$ cat src/rtl/dpc_pkg.sv
package dpc_pkg;
  localparam int REG_AW        = 12;
  localparam int DOM_HALF_W    = 16;
  localparam int ENTRY_DOM_LSB = 4;
  localparam int DOM_IDX_W     = 4;

  localparam logic [REG_AW-1:0] OFS_DOM_BASE = 12'h0B0;
  localparam logic [REG_AW-1:0] OFS_IRQ_EN   = 12'h100;
  localparam logic [REG_AW-1:0] OFS_IRQ_CLR  = 12'h104;
  localparam logic [REG_AW-1:0] OFS_STATUS   = 12'h108;
  localparam logic [REG_AW-1:0] OFS_FLT_ADDR = 12'h110;
  localparam logic [REG_AW-1:0] OFS_FLT_DATA = 12'h150;

  typedef enum logic {
    ACC_RD = 1'b0,
    ACC_WR = 1'b1
  } acc_dir_e;
endpackage

$ cat src/rtl/dpc_domain_regs.sv
module dpc_domain_regs
  import dpc_pkg::*;
#(
  parameter int NUM_MASTERS = 6,
  parameter int NUM_DOMAINS = 16
) (
  input  logic                                       clk,
  input  logic                                       rst_n,
  input  logic                                       wr_en,
  input  logic [REG_AW-1:0]                          wr_addr,
  input  logic [31:0]                                wr_data,
  output logic [NUM_DOMAINS-1:0][2*NUM_MASTERS-1:0]  blk_o
);
  localparam int FW = 2*NUM_MASTERS;
  // default domain: write-block set for every master, reads open
  localparam logic [FW-1:0] DOM0_RST = {NUM_MASTERS{2'b10}};

  logic unused_wdata;
  assign unused_wdata = ^wr_data;

  for (genvar d = 0; d < NUM_DOMAINS; d++) begin : g_dom
    localparam int PAIR = d / 2;
    localparam int LSB  = (d % 2) * DOM_HALF_W;
    localparam logic [FW-1:0] RST_VAL = (d == 0) ? DOM0_RST : {FW{1'b0}};

    logic          hit;
    logic [FW-1:0] fld_d;
    logic [FW-1:0] fld_q;

    always_comb begin
      hit   = wr_en && (wr_addr == REG_AW'(int'(OFS_DOM_BASE) + 4*PAIR));
      fld_d = wr_data[LSB +: FW];
    end

    always_ff @(posedge clk or negedge rst_n) begin
      if (!rst_n) begin
        fld_q <= RST_VAL;
      end else if (hit) begin
        fld_q <= fld_d;
      end
    end

    assign blk_o[d] = fld_q;
  end
endmodule

$ cat src/rtl/dpc_check.sv
module dpc_check
  import dpc_pkg::*;
#(
  parameter int NUM_MASTERS = 6,
  parameter int NUM_DOMAINS = 16,
  parameter int MST_W       = 3
) (
  input  logic [NUM_DOMAINS-1:0][2*NUM_MASTERS-1:0] blk_i,
  input  logic [MST_W-1:0]                          master_i,
  input  acc_dir_e                                  dir_i,
  input  logic [DOM_IDX_W-1:0]                      dom_i,
  output logic                                      deny_o,
  output logic [NUM_MASTERS-1:0]                    hit_oh_o
);
  logic [2*NUM_MASTERS-1:0] row;
  logic                     known;
  logic [MST_W:0]           sel;

  always_comb begin
    row    = blk_i[dom_i];
    known  = (master_i < MST_W'(NUM_MASTERS));
    sel    = {master_i, logic'(dir_i)};
    deny_o = 1'b1;
    if (known) begin
      deny_o = row[sel];
    end
  end

  for (genvar m = 0; m < NUM_MASTERS; m++) begin : g_oh
    assign hit_oh_o[m] = (master_i == MST_W'(m));
  end
endmodule

$ cat src/rtl/dpc_fault_slot.sv
module dpc_fault_slot #(
  parameter int ADDR_W = 32
) (
  input  logic              clk,
  input  logic              rst_n,
  input  logic              set_i,
  input  logic              clr_i,
  input  logic [ADDR_W-1:0] addr_i,
  input  logic [31:0]       entry_i,
  output logic              stat_o,
  output logic [ADDR_W-1:0] addr_o,
  output logic [31:0]       data_o
);
  logic              stat_q;
  logic              stat_d;
  logic              held;
  logic              cap;
  logic [ADDR_W-1:0] addr_q;
  logic [31:0]       data_q;

  always_comb begin
    held   = stat_q & ~clr_i;
    cap    = set_i & ~held;
    stat_d = held | set_i;
  end

  always_ff @(posedge clk or negedge rst_n) begin
    if (!rst_n) begin
      stat_q <= 1'b0;
    end else begin
      stat_q <= stat_d;
    end
  end

  always_ff @(posedge clk or negedge rst_n) begin
    if (!rst_n) begin
      addr_q <= '0;
      data_q <= '0;
    end else if (cap) begin
      addr_q <= addr_i;
      data_q <= entry_i;
    end
  end

  assign stat_o = stat_q;
  assign addr_o = addr_q;
  assign data_o = data_q;
endmodule

$ cat src/rtl/dpc_domain_guard.sv
module dpc_domain_guard
  import dpc_pkg::*;
#(
  parameter int NUM_MASTERS = 6,
  parameter int NUM_DOMAINS = 16,
  parameter int MST_W       = 3,
  parameter int ADDR_W      = 32
) (
  input  logic              clk,
  input  logic              rst_n,
  input  logic              reg_we,
  input  logic [REG_AW-1:0] reg_addr,
  input  logic [31:0]       reg_wdata,
  output logic [31:0]       reg_rdata,
  input  logic              acc_valid,
  input  logic              acc_write,
  input  logic [MST_W-1:0]  acc_master,
  input  logic [ADDR_W-1:0] acc_addr,
  input  logic [31:0]       acc_entry,
  output logic              resp_valid,
  output logic              resp_deny,
  output logic              irq
);
  localparam int NUM_PAIRS = NUM_DOMAINS / 2;

  // reset: asserted asynchronously, released on the clock
  logic rst_meta_q;
  logic rst_sync_n;

  always_ff @(posedge clk or negedge rst_n) begin
    if (!rst_n) begin
      rst_meta_q <= 1'b0;
      rst_sync_n <= 1'b0;
    end else begin
      rst_meta_q <= 1'b1;
      rst_sync_n <= rst_meta_q;
    end
  end

  logic [NUM_DOMAINS-1:0][2*NUM_MASTERS-1:0] blk;
  logic                                      deny;
  logic [NUM_MASTERS-1:0]                    hit_oh;
  logic [DOM_IDX_W-1:0]                      dom_idx;

  assign dom_idx = acc_entry[ENTRY_DOM_LSB +: DOM_IDX_W];

  dpc_domain_regs #(
    .NUM_MASTERS (NUM_MASTERS),
    .NUM_DOMAINS (NUM_DOMAINS)
  ) u_regs (
    .clk     (clk),
    .rst_n   (rst_sync_n),
    .wr_en   (reg_we),
    .wr_addr (reg_addr),
    .wr_data (reg_wdata),
    .blk_o   (blk)
  );

  dpc_check #(
    .NUM_MASTERS (NUM_MASTERS),
    .NUM_DOMAINS (NUM_DOMAINS),
    .MST_W       (MST_W)
  ) u_check (
    .blk_i    (blk),
    .master_i (acc_master),
    .dir_i    (acc_dir_e'(acc_write)),
    .dom_i    (dom_idx),
    .deny_o   (deny),
    .hit_oh_o (hit_oh)
  );

  // interrupt enable
  logic                   en_hit;
  logic [NUM_MASTERS-1:0] en_d;
  logic [NUM_MASTERS-1:0] irq_en_q;

  always_comb begin
    en_hit = reg_we && (reg_addr == OFS_IRQ_EN);
    en_d   = reg_wdata[NUM_MASTERS-1:0];
  end

  always_ff @(posedge clk or negedge rst_sync_n) begin
    if (!rst_sync_n) begin
      irq_en_q <= '0;
    end else if (en_hit) begin
      irq_en_q <= en_d;
    end
  end

  // per-master fault capture
  logic [NUM_MASTERS-1:0]             clr_vec;
  logic [NUM_MASTERS-1:0]             set_vec;
  logic [NUM_MASTERS-1:0]             stat_vec;
  logic [NUM_MASTERS-1:0][ADDR_W-1:0] fault_addr_vec;
  logic [NUM_MASTERS-1:0][31:0]       fault_data_vec;

  always_comb begin
    clr_vec = '0;
    if (reg_we && (reg_addr == OFS_IRQ_CLR)) begin
      clr_vec = reg_wdata[NUM_MASTERS-1:0];
    end
    set_vec = (acc_valid && deny) ? hit_oh : '0;
  end

  for (genvar m = 0; m < NUM_MASTERS; m++) begin : g_slot
    dpc_fault_slot #(
      .ADDR_W (ADDR_W)
    ) u_slot (
      .clk     (clk),
      .rst_n   (rst_sync_n),
      .set_i   (set_vec[m]),
      .clr_i   (clr_vec[m]),
      .addr_i  (acc_addr),
      .entry_i (acc_entry),
      .stat_o  (stat_vec[m]),
      .addr_o  (fault_addr_vec[m]),
      .data_o  (fault_data_vec[m])
    );
  end

  // response
  logic rv_d;
  logic rd_d;
  logic rv_q;
  logic rd_q;

  always_comb begin
    rv_d = acc_valid;
    rd_d = acc_valid & deny;
  end

  always_ff @(posedge clk or negedge rst_sync_n) begin
    if (!rst_sync_n) begin
      rv_q <= 1'b0;
      rd_q <= 1'b0;
    end else begin
      rv_q <= rv_d;
      rd_q <= rd_d;
    end
  end

  assign resp_valid = rv_q;
  assign resp_deny  = rd_q;
  assign irq        = |(stat_vec & irq_en_q);

  // register read
  always_comb begin
    reg_rdata = '0;
    for (int p = 0; p < NUM_PAIRS; p++) begin
      if (reg_addr == REG_AW'(int'(OFS_DOM_BASE) + 4*p)) begin
        reg_rdata[DOM_HALF_W-1:0]            = DOM_HALF_W'(blk[2*p]);
        reg_rdata[2*DOM_HALF_W-1:DOM_HALF_W] = DOM_HALF_W'(blk[2*p+1]);
      end
    end
    if (reg_addr == OFS_IRQ_EN) begin
      reg_rdata = 32'(irq_en_q);
    end
    if (reg_addr == OFS_STATUS) begin
      reg_rdata = 32'(stat_vec);
    end
    for (int m = 0; m < NUM_MASTERS; m++) begin
      if (reg_addr == REG_AW'(int'(OFS_FLT_ADDR) + 4*m)) begin
        reg_rdata = 32'(fault_addr_vec[m]);
      end
      if (reg_addr == REG_AW'(int'(OFS_FLT_DATA) + 4*m)) begin
        reg_rdata = fault_data_vec[m];
      end
    end
  end
endmodule

$ cat config.mk
export PLATFORM = sky130hd
export DESIGN_NAME = dpc_domain_guard
export DESIGN_NICKNAME = d
export VERILOG_FILES = /design/src/rtl/dpc_pkg.sv /design/src/rtl/dpc_domain_regs.sv /design/src/rtl/dpc_check.sv /design/src/rtl/dpc_fault_slot.sv /design/src/rtl/dpc_domain_guard.sv
export SDC_FILE = /design/constraint.sdc
export NUM_CORES = 1
export LEC_CHECK = 0
export ABC_AREA = 1
export BUFFER_PORTS_ARGS = -buffer_cell sky130_fd_sc_hd__buf_2
export CAP_MARGIN = 5
export CORE_MARGIN = 1
export CORE_UTILIZATION = 50
export CTS_CLUSTER_SIZE = 16
export DETAILED_ROUTE_END_ITERATION = 6
export PLACE_DENSITY = 0.68
export SETUP_SLACK_MARGIN = 0.15
export SLEW_MARGIN = 20
export SYNTH_ARGS = -nofsm -noshare
export SYNTH_HDL_FRONTEND = slang
export SYNTH_HIERARCHICAL = 1
export SYNTH_SLANG_ARGS = --single-unit
$ cat constraint.sdc
create_clock -name clk -period 22 [get_ports clk]
set_input_delay 1.1 -clock clk [delete_from_list [all_inputs] [get_ports clk]]
set_output_delay 1.1 -clock clk [all_outputs]
set_load 0.005 [all_outputs]
### Word-level counts from Yosys, hierarchy flattened

Index checks and enable logic that the tools add are counted.
Widths: inputs -> output; s select.

| storage, ports and cells | value |
|---|---|
| register bits after elaboration | 592 |
| bits of input ports | 116 |
| logic and storage cells | 144 |
| output and inout port bits | 35 |

| cells by class | value |
|---|---|
| reductions and logical operators | 13 |
| $lt $le $gt $ge | 3 |
| bitwise logic cells | 32 |
| mux-type cells | 29 |
| eq/ne operators | 28 |

Operators with widths:

| kind | count |
|---|---|
| $mux 32 | 19 |
| $eq 12x9->1 const B | 15 |
| $eq 12x8->1 const B | 8 |
| $mux 28 | 3 |
| $bmux 12 s4 | 1 |
| $and 1x1->1 | 13 |
| $mux 12 | 1 |
| $mux 6 | 2 |
| $not 1->1 | 12 |
| $logic_and 1x1->1 | 11 |
| $lt 4x5->1 const B | 2 |
| $and 6x6->6 | 1 |
| $eq 3x2->1 const B | 2 |
| $eq 3x3->1 const B | 2 |
| $or 1x1->1 | 6 |
| $reduce_or 6->1 | 1 |
| $bmux 1 s4 | 1 |
| $eq 3x1->1 const B | 1 |
| $logic_not 3->1 | 1 |
| $lt 3x3->1 const B | 1 |
| $mux 1 | 2 |

### Depth between registers and ports, before layout

| depth | value |
|---|---|
| depth after elaboration | 23 |
| gate-level depth with buffers | 28 |
| mapped depth without buffers | 28 |

### Modules after synthesis

The synthesis kept the hierarchy.

By module, submodules not included:

| module | times used | sequential area each (um^2) | area each (um^2) | cells an instance |
|---|---|---|---|---|
| dpc_fault_slot | 6 | 1,626.6 | 2,582.5 | 282 |
| dpc_domain_regs | 1 | 4,812.1 | 7,911.3 | 881 |
| dpc_domain_guard | 1 | 250.2 | 5,679.2 | 1,179 |
| dpc_check | 1 | 0.0 | 2,082.0 | 463 |

### Least setup slack after synthesis

No wires, ideal clock.

| timing | value |
|---|---|
| path type | input -> output |
| from | input reg_addr[11] |
| to | output reg_rdata[24] |
| path buffers | 2 |
| required time | 20.900 ns |
| setup slack | 17.952 ns |
| data arrival time | 2.948 ns |
| stages | 22 |
| cells stage by stage | nor2_2 > nand2_1 > buf_6 > nor3_4 > inv_2 > buf_6 > o221ai_2 > nand3_1 > nand2_1 > nand3_1 > o21ai_1 > nand2_1 > nand2_1 > nand2_1 > nand2_1 > nand2_1 > nand2_1 > nand2_1 > nand2_1 > nand4_1 > nor2_1 > nand3_1 |

| between the ends | value |
|---|---|
| cells in the longest elaborated chain, start to end | 23 |
| elaborated cells between the ends (all ways) | 44 |
| those cells by class | 22 x eq/ne; 22 x mux |

RTL lines:

| item | line | source |
|---|---|---|
| start: declaration | dpc_domain_guard.sv:12 | `input logic [REG_AW-1:0] reg_addr,` |
| $eq 12x8->1 | dpc_domain_guard.sv:150 | `if (reg_addr == REG_AW'(int'(OFS_DOM_BASE) + 4*p)) begin` |
| $mux 28 (3 in a row) | dpc_domain_guard.sv:150 |  |
| $mux 32 (5 in a row) | dpc_domain_guard.sv:150 |  |
| $mux 32 | dpc_domain_guard.sv:155 | `if (reg_addr == OFS_IRQ_EN) begin` |
| $mux 32 | dpc_domain_guard.sv:158 | `if (reg_addr == OFS_STATUS) begin` |
| $mux 32 | dpc_domain_guard.sv:162 | `if (reg_addr == REG_AW'(int'(OFS_FLT_ADDR) + 4*m)) begin` |
| $mux 32 | dpc_domain_guard.sv:165 | `if (reg_addr == REG_AW'(int'(OFS_FLT_DATA) + 4*m)) begin` |
| $mux 32 | dpc_domain_guard.sv:162 |  |
| $mux 32 | dpc_domain_guard.sv:165 |  |
| $mux 32 | dpc_domain_guard.sv:162 |  |
| $mux 32 | dpc_domain_guard.sv:165 |  |
| $mux 32 | dpc_domain_guard.sv:162 |  |
| $mux 32 | dpc_domain_guard.sv:165 |  |
| $mux 32 | dpc_domain_guard.sv:162 |  |
| $mux 32 | dpc_domain_guard.sv:165 |  |
| $mux 32 | dpc_domain_guard.sv:162 |  |
| $mux 32 * | dpc_domain_guard.sv:165 |  |
| end: declaration | dpc_domain_guard.sv:14 | `output logic [31:0] reg_rdata,` |

Every way passes the cells marked *; elsewhere a longest branch is shown, timed or not.

### Worst setup path after layout

| timing | value |
|---|---|
| from | input acc_entry[6] |
| to | register g_slot[1].u_slot.addr_q[27] |

| between the ends | value |
|---|---|
| cells in the longest elaborated chain, start to end | 8 |

RTL lines:

| item | line | source |
|---|---|---|
| start: declaration | dpc_domain_guard.sv:19 | `input logic [31:0] acc_entry,` |
| $bmux 12 s4 | dpc_check.sv:20 | `row = blk_i[dom_i];` |
| $mux 12 (implied by the code) | dpc_check.sv:20 |  |
| $bmux 1 s4 | dpc_check.sv:25 | `deny_o = row[sel];` |
| $mux 1 (implied by the code) | dpc_check.sv:25 |  |
| $mux 1 | dpc_check.sv:24 | `if (known) begin` |
| named net deny | dpc_domain_guard.sv:41 | `logic deny;` |
| $logic_and 1x1->1 | dpc_domain_guard.sv:102 | `set_vec = (acc_valid && deny) ? hit_oh : '0;` |
| $mux 6 | dpc_domain_guard.sv:102 |  |
| named net set_vec[1] | dpc_domain_guard.sv:92 | `logic [NUM_MASTERS-1:0] set_vec;` |
| $and 1x1->1 | dpc_fault_slot.sv:23 | `cap = set_i & ~held;` |
| end signal: assignment | dpc_fault_slot.sv:40 | `addr_q <= addr_i;` |
| end: declaration | dpc_fault_slot.sv:18 | `logic [ADDR_W-1:0] addr_q;` |

The timed path passes the listed nets, and every way through them passes these cells. The select of a mux whose other input is x is not followed.
A chain may end at the register's enable or synchronous reset.

==> results_dict.tcl <==
set metrics [dict create \
    maxSlewHeadroom_pct 23.4 \
    start_util_pct 50.6 \
    core_mm2 0.0616 \
    setup_slack_ps 15840 \
    ys_warn_count 6 \
    min_period_over_period_pct 28.0 \
    power_uw 2960 \
    dp_hpwl_um 62900 \
    antenna_left 0 \
    drive_above_1_share_pct 10.4 \
    yosysUniqueCellTypes 45 \
    netlist_area_mm2 0.0312 \
    worstMarginPinSlew_ps 1150 \
    grt_overflow_total 0 \
    maxCapViolCount 0 \
    leakage_uw 0.0180 \
    setup_violations 0 \
    critPathMaxFanout 66 \
    clk_latency_ps 630 \
    ys_seq_area_share_pct 47.6 \
    grt_antenna_before_repair 12 \
    die_area_mm2 0.0633 \
    syn-num-nets 4331 \
    cts_resized 0 \
    ys_ff_latch 592 \
    grt_max_degree 178 \
    min_period_ps 6160 \
    critPathKind "in -> reg" \
    wl_per_cell_um 20.0 \
    h-tree-depth 3 \
    worstPathRequired_ps 22510 \
    io_pins 151 \
    max_freq_ghz 0.162 \
    grt_pass1_vias 27300 \
    syn2layout_area_growth_pct 8.69 \
    end_kind "flop" \
    grt_pass1_wl_um 158000 \
    slew_viol_final 0 \
    final_util_pct 55.0 \
    rsz0062_at_grt "false" \
    pre_cts_ws_ps 15740 \
    final_nets 4304 \
    vdd.ir_drop.worst_mv 0.0647 \
    grt_use_total_pct 32.3 \
    postCtsSetupRepairBufs 0 \
    powerDensity_mw_per_mm2 87.5 \
    drc 0 \
    cts_sinks 592 \
    drt-initial-drc-count 3037 \
    die_w_um 252 \
    first_pass_iters 7 \
    final-hold-violation-count 0 \
    path_clk_slew_ps 60 \
    gp_congestion 0.877 \
    fin_tns_setup_ps 0 \
    cts_tree "yes" \
    wirelength_um 102000 \
    critPathArrivalTime_ps 6660 \
    rows 91 \
    min_path_type "in -> async" \
    die_h_um 252 \
    status "completed" \
    io_buffers 142 \
    fin_skew_ps 28.4 \
    hold_buffers 0 \
    start_kind "input port" \
    dr_total_vias 28800 \
    clk_path_buf_depth 3 \
    cts_root_buffer "clkbuf_16" \
    synthCells 4215 \
    avgSynthCellArea_um2 7.39 \
    cts_buffers 68 \
    routed_via_density 5.68 \
]
==> state kept, by name, summed over array words and instances, names as in the netlist <==
name	count
g_slot.u_slot/addr_o	192
g_slot.u_slot/data_o	192
u_regs/g_dom.fld_q	192
g_slot.u_slot/stat_o	6
irq_en_q	6
resp_deny	1
resp_valid	1
rst_meta_q	1
rst_sync_n	1
==> per-stage QoR <==
stage               cell area, um^2  hold slack [ps]  std cells
floorplan                     31200              331       4215
global placement              31700              334       4955
detailed placement            31700              358       4955
CTS                           33900              235       5076
global route                  33900              243       5079
finish                        33900              252       5080
==> synthesized netlist by cell type, drive strengths merged <==
| cell type | count | area share (%) |
|---|---|---|
| a221oi | 23 | 0.65 |
| o221ai | 6 | 0.21 |
| o211ai | 20 | 0.48 |
| o22ai | 3 | 0.060 |
| o21ai | 42 | 0.67 |
| o21a | 1 | 0.024 |
| o2111ai | 6 | 0.17 |
| a22o | 3 | 0.084 |
| dfrtp | 586 | 47 |
| inv | 134 | 1.6 |
| or2 | 62 | 1.2 |
| dfstp | 6 | 0.51 |
| nor2 | 148 | 2.1 |
| nor4 | 2 | 0.060 |
| a221o | 1 | 0.032 |
| nand4 | 65 | 1.4 |
| a21boi | 1 | 0.024 |
| nor3 | 20 | 0.47 |
| buf | 258 | 5.4 |
| conb | 1 | 0.012 |
| a21oi | 57 | 0.93 |
| clkbuf | 36 | 0.43 |
| nand2 | 1920 | 23 |
| nand3 | 814 | 13 |
==> power breakdown <==
part / switching [uW] / leakage (uW) / total [uW] / internal (uW)
sequential: 125 / 0.00782 / 1460 / 1330
clock: 477 / 0.00109 / 1130 / 653
combinational: 261 / 0.00907 / 378 / 117
==> kinds of logic after synthesis <==
kind of cell           count (synthesis)  share of synthesized area [%]
buffers and inverters                428                           7.42
and+or+nand+nor                     3031                           41.7
AOI/OAI and AO/OA                    163                           3.33
DFF                                  592                           47.6
other                                  1                         0.0120
==> cell type report <==
class                   count  area, um^2
well taps                 837        1050
inverters                 134         508
diodes                      4        10.0
clock inverters            20         228
repair buffers            197        1140
fillers                  5991       27700
clock buffers             101        1990
flip-flops and latches    592       14800
multi-input cells        3195       14100
==> worst paths after layout <==
kind | start | end | slack [ps] | cells after the start
hold / removal | rst_n | rst_sync_n | 250 | 1
hold reg to reg | rst_meta_q | rst_sync_n | 370 | 0
max in group asynchronous | rst_sync_n | g_slot[4].u_slot/data_o[15] | 18650 | 3
setup reg to reg | u_regs/g_dom[0].fld_q[9] | g_slot[1].u_slot/addr_o[27] | 17540 | 17
min in group clk | rst_meta_q | rst_sync_n | 370 | 0
setup / recovery | acc_entry[6] | g_slot[1].u_slot/addr_o[27] | 15840 | 16
==> critical path, stage by stage <==
cell and delay [ps]:
buf_2 80, buf_4 410, clkinv_1 1060, o211ai_1 510
nand2_1 90, o21a_1 200, nor2_1 110, nor2_1 70
nor2_1 280, nand2_1 510, nor2_4 200, buf_4 710
nand2_2 520, buf_4 470, nand2_1 130, nand2_1 50
==> per-layer routing <==
metal | part of all wire (%) | global-route usage (%)
met1 | 42 | 45.3
met2 | 45 | 49.6
met3 | 9.0 | 5.89
met4 | 3.9 | 13.1
met5 | 0.065 | 0
==> cell usage in the layout, fill, tap and decap left out, drive strengths merged, types with 19 or more instances in the layout <==
cell | netlist | final
a21oi | 57 | 57
a221oi | 23 | 23
buf | 258 | 197
clkbuf | 36 | 101
clkinv | 0 | 19
dfrtp | 586 | 586
inv | 134 | 133
nand2 | 1920 | 1920
nand3 | 814 | 814
nand4 | 65 | 65
nor2 | 148 | 148
nor3 | 20 | 20
o211ai | 20 | 20
o21ai | 42 | 42
or2 | 62 | 62
Note: power is estimated with default switching activity, not from simulation.
